File: src/rtl/trap_pkg.sv
package trap_pkg;

  typedef enum logic [2:0] {
    TK_NONE = 3'd0,
    TK_IRQ  = 3'd1,
    TK_BRK  = 3'd2,
    TK_HWX  = 3'd3,
    TK_MMU  = 3'd4
  } trap_kind_e;

  // Status byte layout: each saved copy sits one bit above its live bit.
  typedef struct packed {
    logic spare;
    logic vm_save;
    logic vm;
    logic um_save;
    logic um;
    logic exc_act;
    logic brk_act;
    logic int_en;
  } stat_t;

  localparam logic [7:0] ST_LIVE_MODES = 8'h28;
  localparam logic [7:0] ST_ALL_MODES  = 8'h78;

  localparam int unsigned OFF_IRQ = 32'h10;
  localparam int unsigned OFF_BRK = 32'h18;
  localparam int unsigned OFF_EXC = 32'h20;

  localparam int unsigned IDX_IRQ = 14;
  localparam int unsigned IDX_BRK = 16;
  localparam int unsigned IDX_EXC = 17;

endpackage

File: src/rtl/trap_arbiter.sv
module trap_arbiter
  import trap_pkg::*;
(
  input  logic       clk,
  input  logic       rst_n,
  input  logic       irq_req,
  input  logic       hwx_req,
  input  logic       mmu_req,
  input  logic       brk_req,
  input  logic       cfg_exc_en,
  input  stat_t      stat,
  input  logic       in_delay,
  input  logic       in_imm,
  output trap_kind_e kind
);

  localparam int NSRC = 4;

  logic [NSRC-1:0] elig;
  logic [NSRC-1:0] grant;
  logic [NSRC-1:0] blocked;

  // Index 0 is the highest priority.
  always_comb begin
    elig[0] = mmu_req;
    elig[1] = hwx_req & cfg_exc_en;
    elig[2] = brk_req;
    elig[3] = irq_req & stat.int_en & ~stat.exc_act & ~stat.brk_act
              & ~in_delay & ~in_imm;
  end

  assign blocked[0] = 1'b0;
  for (genvar g = 1; g < NSRC; g++) begin : g_chain
    assign blocked[g] = blocked[g-1] | elig[g-1];
  end
  assign grant = elig & ~blocked;

  always_comb begin
    kind = TK_NONE;
    unique case (1'b1)
      grant[0]: kind = TK_MMU;
      grant[1]: kind = TK_HWX;
      grant[2]: kind = TK_BRK;
      grant[3]: kind = TK_IRQ;
      default:  kind = TK_NONE;
    endcase
  end

  p_onehot_grant_r2: assert property (@(posedge clk) disable iff (!rst_n)
    $onehot0(grant));

  p_mmu_first_r2: assert property (@(posedge clk) disable iff (!rst_n)
    mmu_req |-> kind == TK_MMU);

  p_irq_gate_r3: assert property (@(posedge clk) disable iff (!rst_n)
    kind == TK_IRQ |-> irq_req && stat.int_en && !stat.exc_act && !stat.brk_act
                       && !in_delay && !in_imm);

  p_hwx_off_r4: assert property (@(posedge clk) disable iff (!rst_n)
    !cfg_exc_en |-> kind != TK_HWX);

endmodule

File: src/rtl/trap_resume_calc.sv
module trap_resume_calc
  import trap_pkg::*;
#(
  parameter int unsigned           XLEN     = 32,
  parameter int unsigned           RIDX_W   = 5,
  parameter logic [XLEN-1:0]       VEC_BASE = '0
) (
  input  trap_kind_e        kind,
  input  logic [XLEN-1:0]   cur_pc,
  input  logic              in_delay,
  input  logic              in_imm,
  input  logic              in_bimm,
  output logic [RIDX_W-1:0] ret_idx,
  output logic [XLEN-1:0]   ret_addr,
  output logic [XLEN-1:0]   vec_pc
);

  localparam logic [XLEN-1:0] VEC_IRQ = VEC_BASE + XLEN'(OFF_IRQ);
  localparam logic [XLEN-1:0] VEC_BRK = VEC_BASE + XLEN'(OFF_BRK);
  localparam logic [XLEN-1:0] VEC_EXC = VEC_BASE + XLEN'(OFF_EXC);
  localparam logic [XLEN-1:0] WORD    = XLEN'(4);
  localparam logic [XLEN-1:0] DWORD   = XLEN'(8);

  logic [XLEN-1:0] mmu_back;
  logic [XLEN-1:0] mmu_ret;

  // MMU faults re-run the owning branch or prefix so the fault is replayed.
  always_comb begin
    if (in_delay) begin
      mmu_back = in_bimm ? DWORD : WORD;
    end else if (in_imm) begin
      mmu_back = WORD;
    end else begin
      mmu_back = '0;
    end
    mmu_ret = cur_pc - mmu_back;
  end

  always_comb begin
    ret_idx  = '0;
    ret_addr = '0;
    vec_pc   = '0;
    unique case (kind)
      TK_IRQ: begin
        ret_idx  = RIDX_W'(IDX_IRQ);
        ret_addr = cur_pc;
        vec_pc   = VEC_IRQ;
      end
      TK_BRK: begin
        ret_idx  = RIDX_W'(IDX_BRK);
        ret_addr = cur_pc;
        vec_pc   = VEC_BRK;
      end
      TK_HWX: begin
        ret_idx  = RIDX_W'(IDX_EXC);
        ret_addr = cur_pc + WORD;
        vec_pc   = VEC_EXC;
      end
      TK_MMU: begin
        ret_idx  = RIDX_W'(IDX_EXC);
        ret_addr = mmu_ret;
        vec_pc   = VEC_EXC;
      end
      default: begin
        ret_idx  = '0;
        ret_addr = '0;
        vec_pc   = '0;
      end
    endcase
  end

endmodule

File: src/rtl/trap_status_upd.sv
module trap_status_upd
  import trap_pkg::*;
(
  input  trap_kind_e kind,
  input  stat_t      stat_in,
  output stat_t      stat_out
);

  logic [7:0] saved;
  logic [7:0] shifted;

  always_comb begin
    saved   = (stat_in & ST_LIVE_MODES) << 1;
    shifted = (stat_in & ~ST_ALL_MODES) | saved;
    stat_out = stat_t'(shifted);
    unique case (kind)
      TK_IRQ:         stat_out.int_en  = 1'b0;
      TK_BRK:         stat_out.brk_act = 1'b1;
      TK_HWX, TK_MMU: stat_out.exc_act = 1'b1;
      default:        stat_out = stat_in;
    endcase
  end

endmodule

File: src/rtl/trap_entry_ctrl.sv
module trap_entry_ctrl
  import trap_pkg::*;
#(
  parameter int unsigned     XLEN     = 32,
  parameter int unsigned     RIDX_W   = 5,
  parameter logic [XLEN-1:0] VEC_BASE = 32'h0000_0100
) (
  input  logic              clk,
  input  logic              rst_n,
  input  logic              irq_req,
  input  logic              hwx_req,
  input  logic              mmu_req,
  input  logic              brk_req,
  input  logic              cfg_exc_en,
  input  logic [XLEN-1:0]   cur_pc,
  input  logic [XLEN-1:0]   branch_tgt,
  input  logic              in_delay,
  input  logic              in_imm,
  input  logic              in_bimm,
  input  logic [7:0]        stat_i,
  output logic              redirect_o,
  output logic [XLEN-1:0]   new_pc_o,
  output logic [RIDX_W-1:0] ret_idx_o,
  output logic [XLEN-1:0]   ret_addr_o,
  output logic [7:0]        stat_o,
  output logic              esr_ds_o,
  output logic [XLEN-1:0]   btr_o
);

  stat_t             stat_cur;
  trap_kind_e        kind;
  logic [RIDX_W-1:0] idx_d;
  logic [XLEN-1:0]   addr_d;
  logic [XLEN-1:0]   vec_d;
  stat_t             stat_d;

  logic              take;
  logic              exc_take;
  logic              btr_en;

  logic              redirect_q;
  logic [XLEN-1:0]   new_pc_q;
  logic [RIDX_W-1:0] ret_idx_q;
  logic [XLEN-1:0]   ret_addr_q;
  logic [7:0]        stat_q;
  logic              esr_ds_q;
  logic [XLEN-1:0]   btr_q;

  assign stat_cur = stat_t'(stat_i);

  trap_arbiter u_arb (
    .clk        (clk),
    .rst_n      (rst_n),
    .irq_req    (irq_req),
    .hwx_req    (hwx_req),
    .mmu_req    (mmu_req),
    .brk_req    (brk_req),
    .cfg_exc_en (cfg_exc_en),
    .stat       (stat_cur),
    .in_delay   (in_delay),
    .in_imm     (in_imm),
    .kind       (kind)
  );

  trap_resume_calc #(
    .XLEN     (XLEN),
    .RIDX_W   (RIDX_W),
    .VEC_BASE (VEC_BASE)
  ) u_resume (
    .kind     (kind),
    .cur_pc   (cur_pc),
    .in_delay (in_delay),
    .in_imm   (in_imm),
    .in_bimm  (in_bimm),
    .ret_idx  (idx_d),
    .ret_addr (addr_d),
    .vec_pc   (vec_d)
  );

  trap_status_upd u_stat (
    .kind     (kind),
    .stat_in  (stat_cur),
    .stat_out (stat_d)
  );

  // Clock enables
  always_comb begin
    take     = (kind != TK_NONE);
    exc_take = (kind == TK_HWX) || (kind == TK_MMU);
    btr_en   = exc_take & in_delay;
  end

  always_ff @(posedge clk or negedge rst_n) begin
    if (!rst_n) begin
      redirect_q <= 1'b0;
      new_pc_q   <= '0;
      ret_idx_q  <= '0;
      ret_addr_q <= '0;
      stat_q     <= '0;
      esr_ds_q   <= 1'b0;
      btr_q      <= '0;
    end else begin
      redirect_q <= take;
      if (take) begin
        new_pc_q   <= vec_d;
        ret_idx_q  <= idx_d;
        ret_addr_q <= addr_d;
        stat_q     <= stat_d;
      end
      if (exc_take) begin
        esr_ds_q <= in_delay;
      end
      if (btr_en) begin
        btr_q <= branch_tgt;
      end
    end
  end

  assign redirect_o = redirect_q;
  assign new_pc_o   = new_pc_q;
  assign ret_idx_o  = ret_idx_q;
  assign ret_addr_o = ret_addr_q;
  assign stat_o     = stat_q;
  assign esr_ds_o   = esr_ds_q;
  assign btr_o      = btr_q;

  // Input legality: no prefix inside a delay slot, no branch-imm flag outside one.
  p_flags_legal_r9: assert property (@(posedge clk) disable iff (!rst_n)
    !(in_delay && in_imm) && !(in_bimm && !in_delay));

  p_vector_r5: assert property (@(posedge clk) disable iff (!rst_n)
    redirect_o |-> (new_pc_o == VEC_BASE + XLEN'(OFF_IRQ)) ||
                   (new_pc_o == VEC_BASE + XLEN'(OFF_BRK)) ||
                   (new_pc_o == VEC_BASE + XLEN'(OFF_EXC)));

  p_mode_save_r11: assert property (@(posedge clk) disable iff (!rst_n)
    redirect_o |-> stat_o[6] == $past(stat_i[5]) && stat_o[4] == $past(stat_i[3])
                   && !stat_o[5] && !stat_o[3] && stat_o[7] == $past(stat_i[7]));

  p_exc_flag_r8: assert property (@(posedge clk) disable iff (!rst_n)
    redirect_o && ret_idx_o == RIDX_W'(IDX_EXC) |-> stat_o[2]);

  p_irq_clears_ie_r6: assert property (@(posedge clk) disable iff (!rst_n)
    redirect_o && ret_idx_o == RIDX_W'(IDX_IRQ) |-> !stat_o[0]);

  p_hwx_ignored_r4: assert property (@(posedge clk) disable iff (!rst_n)
    !cfg_exc_en && hwx_req && !mmu_req && !brk_req && !irq_req |=> !redirect_o);

  p_btr_hold_r10: assert property (@(posedge clk) disable iff (!rst_n)
    !(mmu_req || (hwx_req && cfg_exc_en)) |=> $stable(btr_o) && $stable(esr_ds_o));

  p_idle_r12: assert property (@(posedge clk) disable iff (!rst_n)
    !mmu_req && !hwx_req && !brk_req && !irq_req |=> !redirect_o);

endmodule

File: config.mk
export PLATFORM = sky130hd
export DESIGN_NAME = trap_entry_ctrl
export DESIGN_NICKNAME = d
export VERILOG_FILES = /design/src/rtl/trap_pkg.sv /design/src/rtl/trap_arbiter.sv /design/src/rtl/trap_resume_calc.sv /design/src/rtl/trap_status_upd.sv /design/src/rtl/trap_entry_ctrl.sv
export SDC_FILE = /design/constraint.sdc
export NUM_CORES = 1
export LEC_CHECK = 0
export BUFFER_PORTS_ARGS = -buffer_cell sky130_fd_sc_hd__buf_2
export CAP_MARGIN = 20
export CELL_PAD_IN_SITES_DETAIL_PLACEMENT = 2
export CELL_PAD_IN_SITES_GLOBAL_PLACEMENT = 2
export CORE_ASPECT_RATIO = 1.5
export CORE_MARGIN = 3
export CORE_UTILIZATION = 31
export CTS_CLUSTER_DIAMETER = 80
export DETAILED_ROUTE_END_ITERATION = 10
export GPL_TIMING_DRIVEN = 0
export HOLD_SLACK_MARGIN = 0.08
export MAX_ROUTING_LAYER = met4
export PLACE_DENSITY = 0.86
export SETUP_SLACK_MARGIN = 0.1
export SYNTH_ARGS = -nofsm -noshare
export SYNTH_HDL_FRONTEND = slang
export SYNTH_SLANG_ARGS = --single-unit
export TNS_END_PERCENT = 1
File: constraint.sdc
create_clock -name clk -period 1.5 [get_ports clk]
set_clock_uncertainty 0.1 [all_clocks]
set_input_delay 0.3 -clock clk [delete_from_list [all_inputs] [get_ports clk]]
set_output_delay 0.3 -clock clk [all_outputs]
set_load 0.1 [all_outputs]
==> results of run 1 <==
## critical path, cell delays in order
cell and delay, ns:
buf_8 0.09, and2_4 0.15, o21ai_2 0.06, ha_2 0.19, fa_2 0.35, nor2b_1 0.14
o21a_1 0.17, o21ai_2 0.08, a21o_1 0.21, a2111oi_4 0.36, o221ai_2 0.22, o311ai_2 0.27
a31oi_1 0.14, xor2_1 0.20, a21oi_1 0.09
## power by group
part	internal [mW]	switching (mW)
sequential	2.47	0.274
combinational	1.45	3.72
clock	1.31	1.02
total	5.23	5.02
## cells in the final DEF (no fill, tap or decap), types with 4 or more instances in the layout
| cell | instances |
|---|---|
| a211oi_1 | 7 |
| a21o_1 | 12 |
| a21oi_1 | 34 |
| a21oi_2 | 7 |
| and2_1 | 4 |
| and3_1 | 5 |
| buf_12 | 7 |
| buf_2 | 75 |
| buf_4 | 40 |
| buf_6 | 73 |
| buf_8 | 9 |
| clkbuf_16 | 10 |
| conb_1 | 28 |
| dfrtp_1 | 78 |
| ha_1 | 27 |
| inv_1 | 11 |
| mux2_2 | 39 |
| mux2i_1 | 22 |
| nand2_1 | 32 |
| nand4_1 | 5 |
| nor2_1 | 29 |
| nor2b_1 | 4 |
| nor3_1 | 4 |
| o21a_1 | 4 |
| o21ai_0 | 10 |
| o21ai_1 | 6 |
| o21ai_2 | 4 |
| o21bai_1 | 8 |
| xnor2_1 | 14 |
| xor2_1 | 10 |
## path summary, 6_finish.rpt
kind                                              end  cells after the start                       start  slack, ns
max                        ret_addr_o[28]$_DFFE_PN0P_                     15                    in_delay      -1.40
min                              btr_o[7]$_DFFE_PN0P_                      2               branch_tgt[7]       0.09
max reg2reg                ret_addr_o[25]$_DFFE_PN0P_                      3  ret_addr_o[25]$_DFFE_PN0P_       0.28
min reg2reg                   new_pc_o[8]$_DFFE_PN0P_                      1     new_pc_o[8]$_DFFE_PN0P_       0.42
max in group asynchronous    ret_idx_o[3]$_DFFE_PN0P_                      3                       rst_n       0.31
min in group asynchronous   ret_addr_o[9]$_DFFE_PN0P_                      2                       rst_n       0.35
## timing repair
| action | in CTS | in global routing |
|---|---|---|
| hold endpoints to repair | 32 | 0 |
| endpoints found under the setup margin | 163 | 106 |
| pin swaps | 31 | 8 |
| resized for setup | 194 | 53 |
| setup buffers | 5 | 1 |
| cloned | 1 | 0 |
| hold buffers | 2 | 0 |
## kinds of logic (layout without fill, tap and decap cells)
family / after synthesis / after routing / share of synthesized area, %
AO/OA/AOI/OAI: 115 / 115 / 15.0
XOR/XNOR: 24 / 24 / 4.28
adder cells (fa/ha/maj): 30 / 30 / 7.79
buffers and inverters: 61 / 248 / 7.79
flip-flops: 80 / 80 / 40.7
multiplexers: 61 / 61 / 13.4
other: 1 / 28 / 0.0763
AND/OR/NAND/NOR: 110 / 110 / 10.9
## stage by stage
step	utilization, %	hold slack, ns	setup TNS [ns]	instance area (sq um)	cells
finish	48.1	0.0880	-24.04	7380	895
global route	48.1	0.0937	-29.63	7380	895
CTS	46.7	0.0808	-27.64	7170	894
detailed placement	40.1	0.194	-97.19	6160	870
global placement	39.9	0.348	-147.73	6130	869
floorplan	-	-0.0956	-29.85	5070	509
## layer usage
layer | global-route usage (%) | part of all wire [%] | routed length, um
met2 | 44.2 | 59 | 11700
met1 | 23.0 | 35 | 6900
met3 | 4.04 | 5.0 | 1000
met4 | 6.89 | 1.7 | 347
met5 | - | 0 | 0
## sequential cells by signal, summed over array words and instances, names as in the netlist
register / flops
ret_idx_o: 3
btr_o: 32
stat_o: 8
ret_addr_o: 32
new_pc_o: 3
esr_ds_o: 1
redirect_o: 1
## final cells by class
type                    count  share of cell area, %
inverters                  13                  0.662
clock buffers               9                   3.05
plain buffers              48                   5.24
well taps                 199                   3.38
flip-flops and latches     80                   27.2
repair buffers            171                   21.3
clock inverters             7                   1.09
multi-input cells         368                   38.2
==> results list, run 1 <==
- The design draws 10.2 mW.
* Effective utilization at floorplan: 32.0%
- Counting flops and latches in the post-synthesis netlist gives 80.
- STA classifies the critical path endpoint as a register.
* Primary FF master, synth: dfrtp_1
- The worst setup path is launched from an input pin.
- Port buffering added 161 buffers.
* Iter 0 DRT Violations: 128
* Async S/R FF share, synth: 100%
- In the final design database the tool counted 803 nets.
* Wire length of the first global-routing pass: 29.8 mm
- Layout-stage area growth over the synthesis result: 50.1%
- WP data arrival: 3.02 ns
- H-Tree Level Count: 3
* Post-detailed-route count of antenna-violating nets: 0
- Counting every sink on the clock net gives 80.
- The flow ran to the end, but the final reports show violations.
- Largest net degree at the start of global routing: 50
* Vias in the first global route: 5,300
- The routed design could run at a clock period as short as 2.90 ns.
- Dividing the detail-routed wire length by the instance count gives 22.3 um.
- F_max: 345 MHz
- Setup Slack @ Placement: -2.44 ns
- Routability-driven placement finished with a final weighted congestion of 0.887.
- Summing all flip-flop and latch instances after layout gives 2000 sq um.
- Setup repair after global routing could not meet its margin everywhere.
* Die extent in x: 109 um
- Gate count of the mapped netlist: 482
- The mapped netlist covers 4910 sq um.
- Data required time of the critical path: 1.62 ns
* HP Class: in2reg
- Root Buffer Master: clkbuf_16
- Clk_lat worst skew: 0.34 ns
* Area fraction of the dominant cell type after synthesis: 40.7%
- Ports: 193
- Synth area leader: dfrtp_1
- The multi-input combinational cells in the finished layout cover a total of 2810 sq um.
- Detail Placement HPWL: 13.8 mm
- The synthesized design contains 0 enable-type register cells.
- In this run the vertical extent of the chip is 160 um.
- Layout cell share with drive strength beyond 1: 45.4%
- Sequential share of the synthesized area: 40.7%
* Failing checks: negative setup slack
- Areal power density over the cells: 1390 nW/um^2
- Sorting the synthesized cells by how often they occur yields dfrtp_1, a21oi_1, mux2_2.
- The number of antenna violations at the first check in global routing was 0.
- Core region area: 15,300 sq um
* Total clock buffers created by CTS: 9
* Count of max-cap constraint violations: 0
* Final setup violation count: 49
- Dominant cell by count in the synthesized netlist: dfrtp_1
* Cell types with the largest area share after synthesis: dfrtp_1, mux2_2, ha_1
- A synthesized cell averages 10.2 sq um.
- Lkg Pwr: 3.54 nW
- Counting the fill cells in the layout gives 1,585.
- CTS tree: done
- After detailed routing, the number of remaining DRC violations is 0.
- Share of the cycle needed by the critical path after routing: 193%
* Worst voltage drop across the vdd grid: 0.736 mV
* Total global routing track utilization: 23.0%
- Of all nets on the critical path, the largest fanout is 4.
* Antenna Diode Count: 0
- The die covers 17,400 sq um.
- The hold violation total from the final report was 0.
* Per-cell via count in the routed design: 5.04
* Final-report max-slew violation count: 0
* Maximum clock path buffer count: 2
- Yosys warning count: 0
* Synth cell types: 57
* Count of vias placed by the detailed router: 4,515
* Final worst-path setup slack: -1.40 ns
- Number of rows in the core area: 55
- After clock tree synthesis, the clock-pin slew on the worst setup and hold paths is 0.07 ns.
* Number of iterations in the first detailed-routing pass: 4
- Crit Path Class: in2reg
- Drt total wl: 19.9 mm
- GRT overflow: 0
No activity file was read; power rests on OpenSTA's default activity.
==> run 2, diff against run 1 <==
--- a/config.mk
+++ b/config.mk
@@ -5,20 +5,21 @@
 export SDC_FILE = /design/constraint.sdc
 export NUM_CORES = 1
 export LEC_CHECK = 0
-export BUFFER_PORTS_ARGS = -buffer_cell sky130_fd_sc_hd__buf_2
 export CAP_MARGIN = 20
 export CELL_PAD_IN_SITES_DETAIL_PLACEMENT = 2
 export CELL_PAD_IN_SITES_GLOBAL_PLACEMENT = 2
 export CORE_ASPECT_RATIO = 1.5
 export CORE_MARGIN = 3
-export CORE_UTILIZATION = 31
+export CORE_UTILIZATION = 35
 export CTS_CLUSTER_DIAMETER = 80
 export DETAILED_ROUTE_END_ITERATION = 10
+export DONT_BUFFER_PORTS = 1
 export GPL_TIMING_DRIVEN = 0
 export HOLD_SLACK_MARGIN = 0.08
 export MAX_ROUTING_LAYER = met4
-export PLACE_DENSITY = 0.86
+export PLACE_DENSITY = 0.76
 export SETUP_SLACK_MARGIN = 0.1
+export SLEW_MARGIN = 20
 export SYNTH_ARGS = -nofsm -noshare
 export SYNTH_HDL_FRONTEND = slang
 export SYNTH_SLANG_ARGS = --single-unit
==> results list, run 2 (synthesized netlist as in run 1, its figures left out) <==
* Effective utilization at floorplan: 36.1% (was 32.0%)
* Worst hold slack after final layout: -0.453 ns (was 0.0880 ns)
* Count of non-filler cells in the finished layout: 748 (was 895)
* WP data arrival: 2.96 ns (was 3.02 ns)
- The count of nets after finishing was 693 (was 803).
- The number of global-route vias before repair was 4,897 (was 5,300).
- Total clock buffers created by CTS: 9 (unchanged)
- Most used cells in the layout excluding fill and tap cells: dfrtp_4, dlygate4sd3_1, mux2_2 (was dfrtp_1, buf_2, buf_6).
- Measured against its own limit, the worst slew margin works out to 56.2%.
- Clock transition at the registers of the reported paths: 0.07 ns (about the same)
- Number of antenna violations at the first check in global routing: 0 (unchanged)
- The detailed-route wire length per cell is 25.1 um (was 22.3 um).
- The HPWL after detailed placement is 11.6 mm (was 13.8 mm).
* Final-report max-slew violation count: 0 (unchanged)
* Global placer's final weighted congestion: 0.837 (was 0.887)
* Number of iterations in the first detailed-routing pass: 6 (was 4)
- Crit-path max FO: 3 (was 4)
- Status: finished, violations left (unchanged).
- H-Tree Level Count: 3 (unchanged)
- The clock tree from TritonCTS is done (unchanged).
- The worst setup margin is -1.34 ns (was -1.40 ns).
- The number of nets with antenna violations after routing is 0 (unchanged).
* Most common cell after layout, fill and taps aside: dfrtp_4 (was dfrtp_1)
- The maximum clock frequency was 352 MHz (was 345 MHz).
- Lkg Pwr: 2.85 nW (was 3.54 nW)
- CP startpoint kind: input pin (unchanged)
* Minimum clock period after layout: 2.84 ns (was 2.90 ns)
- The period utilization is 189% (was 193%).
* Setup repair after global routing missed its margin: yes (unchanged)
- # hold bufs at CTS: 55 (was 2)
- The number of instances in the placed design is 671 (was 870).
- Clk_lat worst skew: 0.33 ns (was 0.34 ns)
* GRT overflow: 0 (unchanged)
* Slew at the pin closest to its max-slew limit: 0.657 ns
* Kind of cell adding the most delay to the critical path: compound AO/OA/AOI/OAI gates (unchanged)
- The longest individual stage delay on the worst path was 0.40 ns (was 0.36 ns).
- Slowest cell on crit path: a2111oi_4 (unchanged)
- The full die area was 15,500 sq um (was 17,400 sq um).
* Largest net degree at the start of global routing: 81 (was 50)
- The maximum clock insertion buffer count was 2 (unchanged).
* Power consumption: 9.78 mW (was 10.2 mW)
- Failing checks: negative hold slack, negative setup slack (was negative setup slack).
* Overall die height: 151 um (was 160 um)
- The worst path required time came to 1.62 ns (about the same).
- Clock sink count: 80 (unchanged)
- The hold violation total from the final report came to 80 (was 0).
* Crit Path Class: in2reg (unchanged)
- The setup violation total in the final timing report came to 29 (was 49).
- The number of placement rows was 52 (was 55).
* Post-route DRC: 0 (unchanged)
- Final core utilization: 49.8% (was 48.1%)
- The clock root buffer is clkbuf_16 (unchanged).
- Ports: 193 (unchanged)
* Die extent in x: 103 um (was 109 um)
* Layout cell share with drive strength beyond 1: 40.1% (was 45.4%)
- Cells traversed along the worst timing path: and2_4 -> o21ai_4 -> ha_4 -> fa_2 -> nor2b_2 -> o21a_1 -> o21ai_2 -> a21o_1 -> a2111oi_4 -> o221ai_4 -> buf_6 -> o21ai_4 -> a21oi_2 -> xor2_1 -> a21oi_2 (was buf_8 -> and2_4 -> o21ai_2 -> ha_2 -> fa_2 -> nor2b_1 -> o21a_1 -> o21ai_2 -> a21o_1 -> a2111oi_4 -> o221ai_2 -> o311ai_2 -> a31oi_1 -> xor2_1 -> a21oi_1).
- The total track usage came to 25.0% (was 23.0%).
* Core region area: 13,600 sq um (was 15,300 sq um)
* Reg-to-reg setup timing slack: 0.09 ns (was 0.28 ns)
* Per-cell via count in the routed design: 5.50 (was 5.04)
- The post-route setup TNS is -20.99 ns (was -24.04 ns).
* Iter 0 DRT Violations: 88 (was 128)
* Setup Slack @ Placement: -1.82 ns (was -2.44 ns)
* Count of vias placed by the detailed router: 4,117 (was 4,515)
* HP Class: in2async (was in2reg)
- Sum of buffers and inverters on the critical path: 1 (unchanged)
* Antenna Diode Count: 0 (unchanged)
- The nature of the critical path endpoint is a register (unchanged).
* Count of max-cap constraint violations: 0 (unchanged)
- The wire length of the first global-routing pass was 28.4 mm (was 29.8 mm).
* Number of port buffers: 0 (was 161)
- The total wire length is 18.7 mm (was 19.9 mm).
* Areal power density over the cells: 1440 nW/um^2 (was 1390 nW/um^2)
- The worst ir drop on vdd came to 1.03 mV (was 0.736 mV).
- Layout-stage area growth over the synthesis result: 37.8% (was 50.1%)
-- run 2: cell count changes in the layout (fill, tap and decap cells not counted), sizes merged --
cell	previous run	this run
buf	207	43
dlygate4sd3	2	55
clkbuf	18	21
clkinv	3	0
bufbuf	1	0
bufinv	1	2
inv	15	16
-- run 2: power by group --
part	total (mW)	switching (mW)	internal (mW)
clock	2.54	1.01	1.54
sequential	5.29	2.63	2.66
combinational	1.94	1.13	0.815
total	9.78	4.77	5.01
-- run 2: what timing repair did --
| action | CTS | global route |
|---|---|---|
| gates resized for setup | 210 | 24 |
| pin swaps | 33 | 8 |
| setup buffers | 5 | 1 |
| endpoints found under the hold margin | 135 | 80 |
| setup endpoints to repair | 156 | 75 |
-- run 2: area by class of cell --
cell class	count	area [sq um]
fillers	1334	6820
multi-input cells	368	2870
flip-flops and latches	80	2300
repair buffers	61	599
plain buffers	48	414
clock buffers	10	239
well taps	162	203
clock inverters	6	98.8
inverters	13	51.3
-- run 2: worst paths after layout --
path                                            startpoint                         end  depth (start not counted)
worst max-delay path                               in_bimm  ret_addr_o[30]$_DFFE_PN0P_                         15
worst min-delay path                                 rst_n   ret_addr_o[9]$_DFFE_PN0P_                          0
worst max register to register  ret_addr_o[25]$_DFFE_PN0P_  ret_addr_o[25]$_DFFE_PN0P_                          3
worst min register to register     new_pc_o[8]$_DFFE_PN0P_     new_pc_o[8]$_DFFE_PN0P_                          1
max in group asynchronous                            rst_n  ret_addr_o[20]$_DFFE_PN0P_                          0
min in group clk                                 cur_pc[4]   ret_addr_o[4]$_DFFE_PN0P_                          2
-- run 2: metrics by stage --
step,hold slack (ns),instance area [sq um]
2_1_floorplan,-0.0956,5070
3_3_place_gp,-0.0931,5280
3_5_place_dp,-0.0933,5280
4_1_cts,-0.467,6700
5_1_grt,-0.476,6770
6_report,-0.453,6770
-- run 2: metal layers --
metal | GRT usage, % | wire length, um
met4 | 6.87 | 405
met5 | - | 0
met3 | 7.70 | 1340
met2 | 44.7 | 10100
met1 | 26.3 | 6880
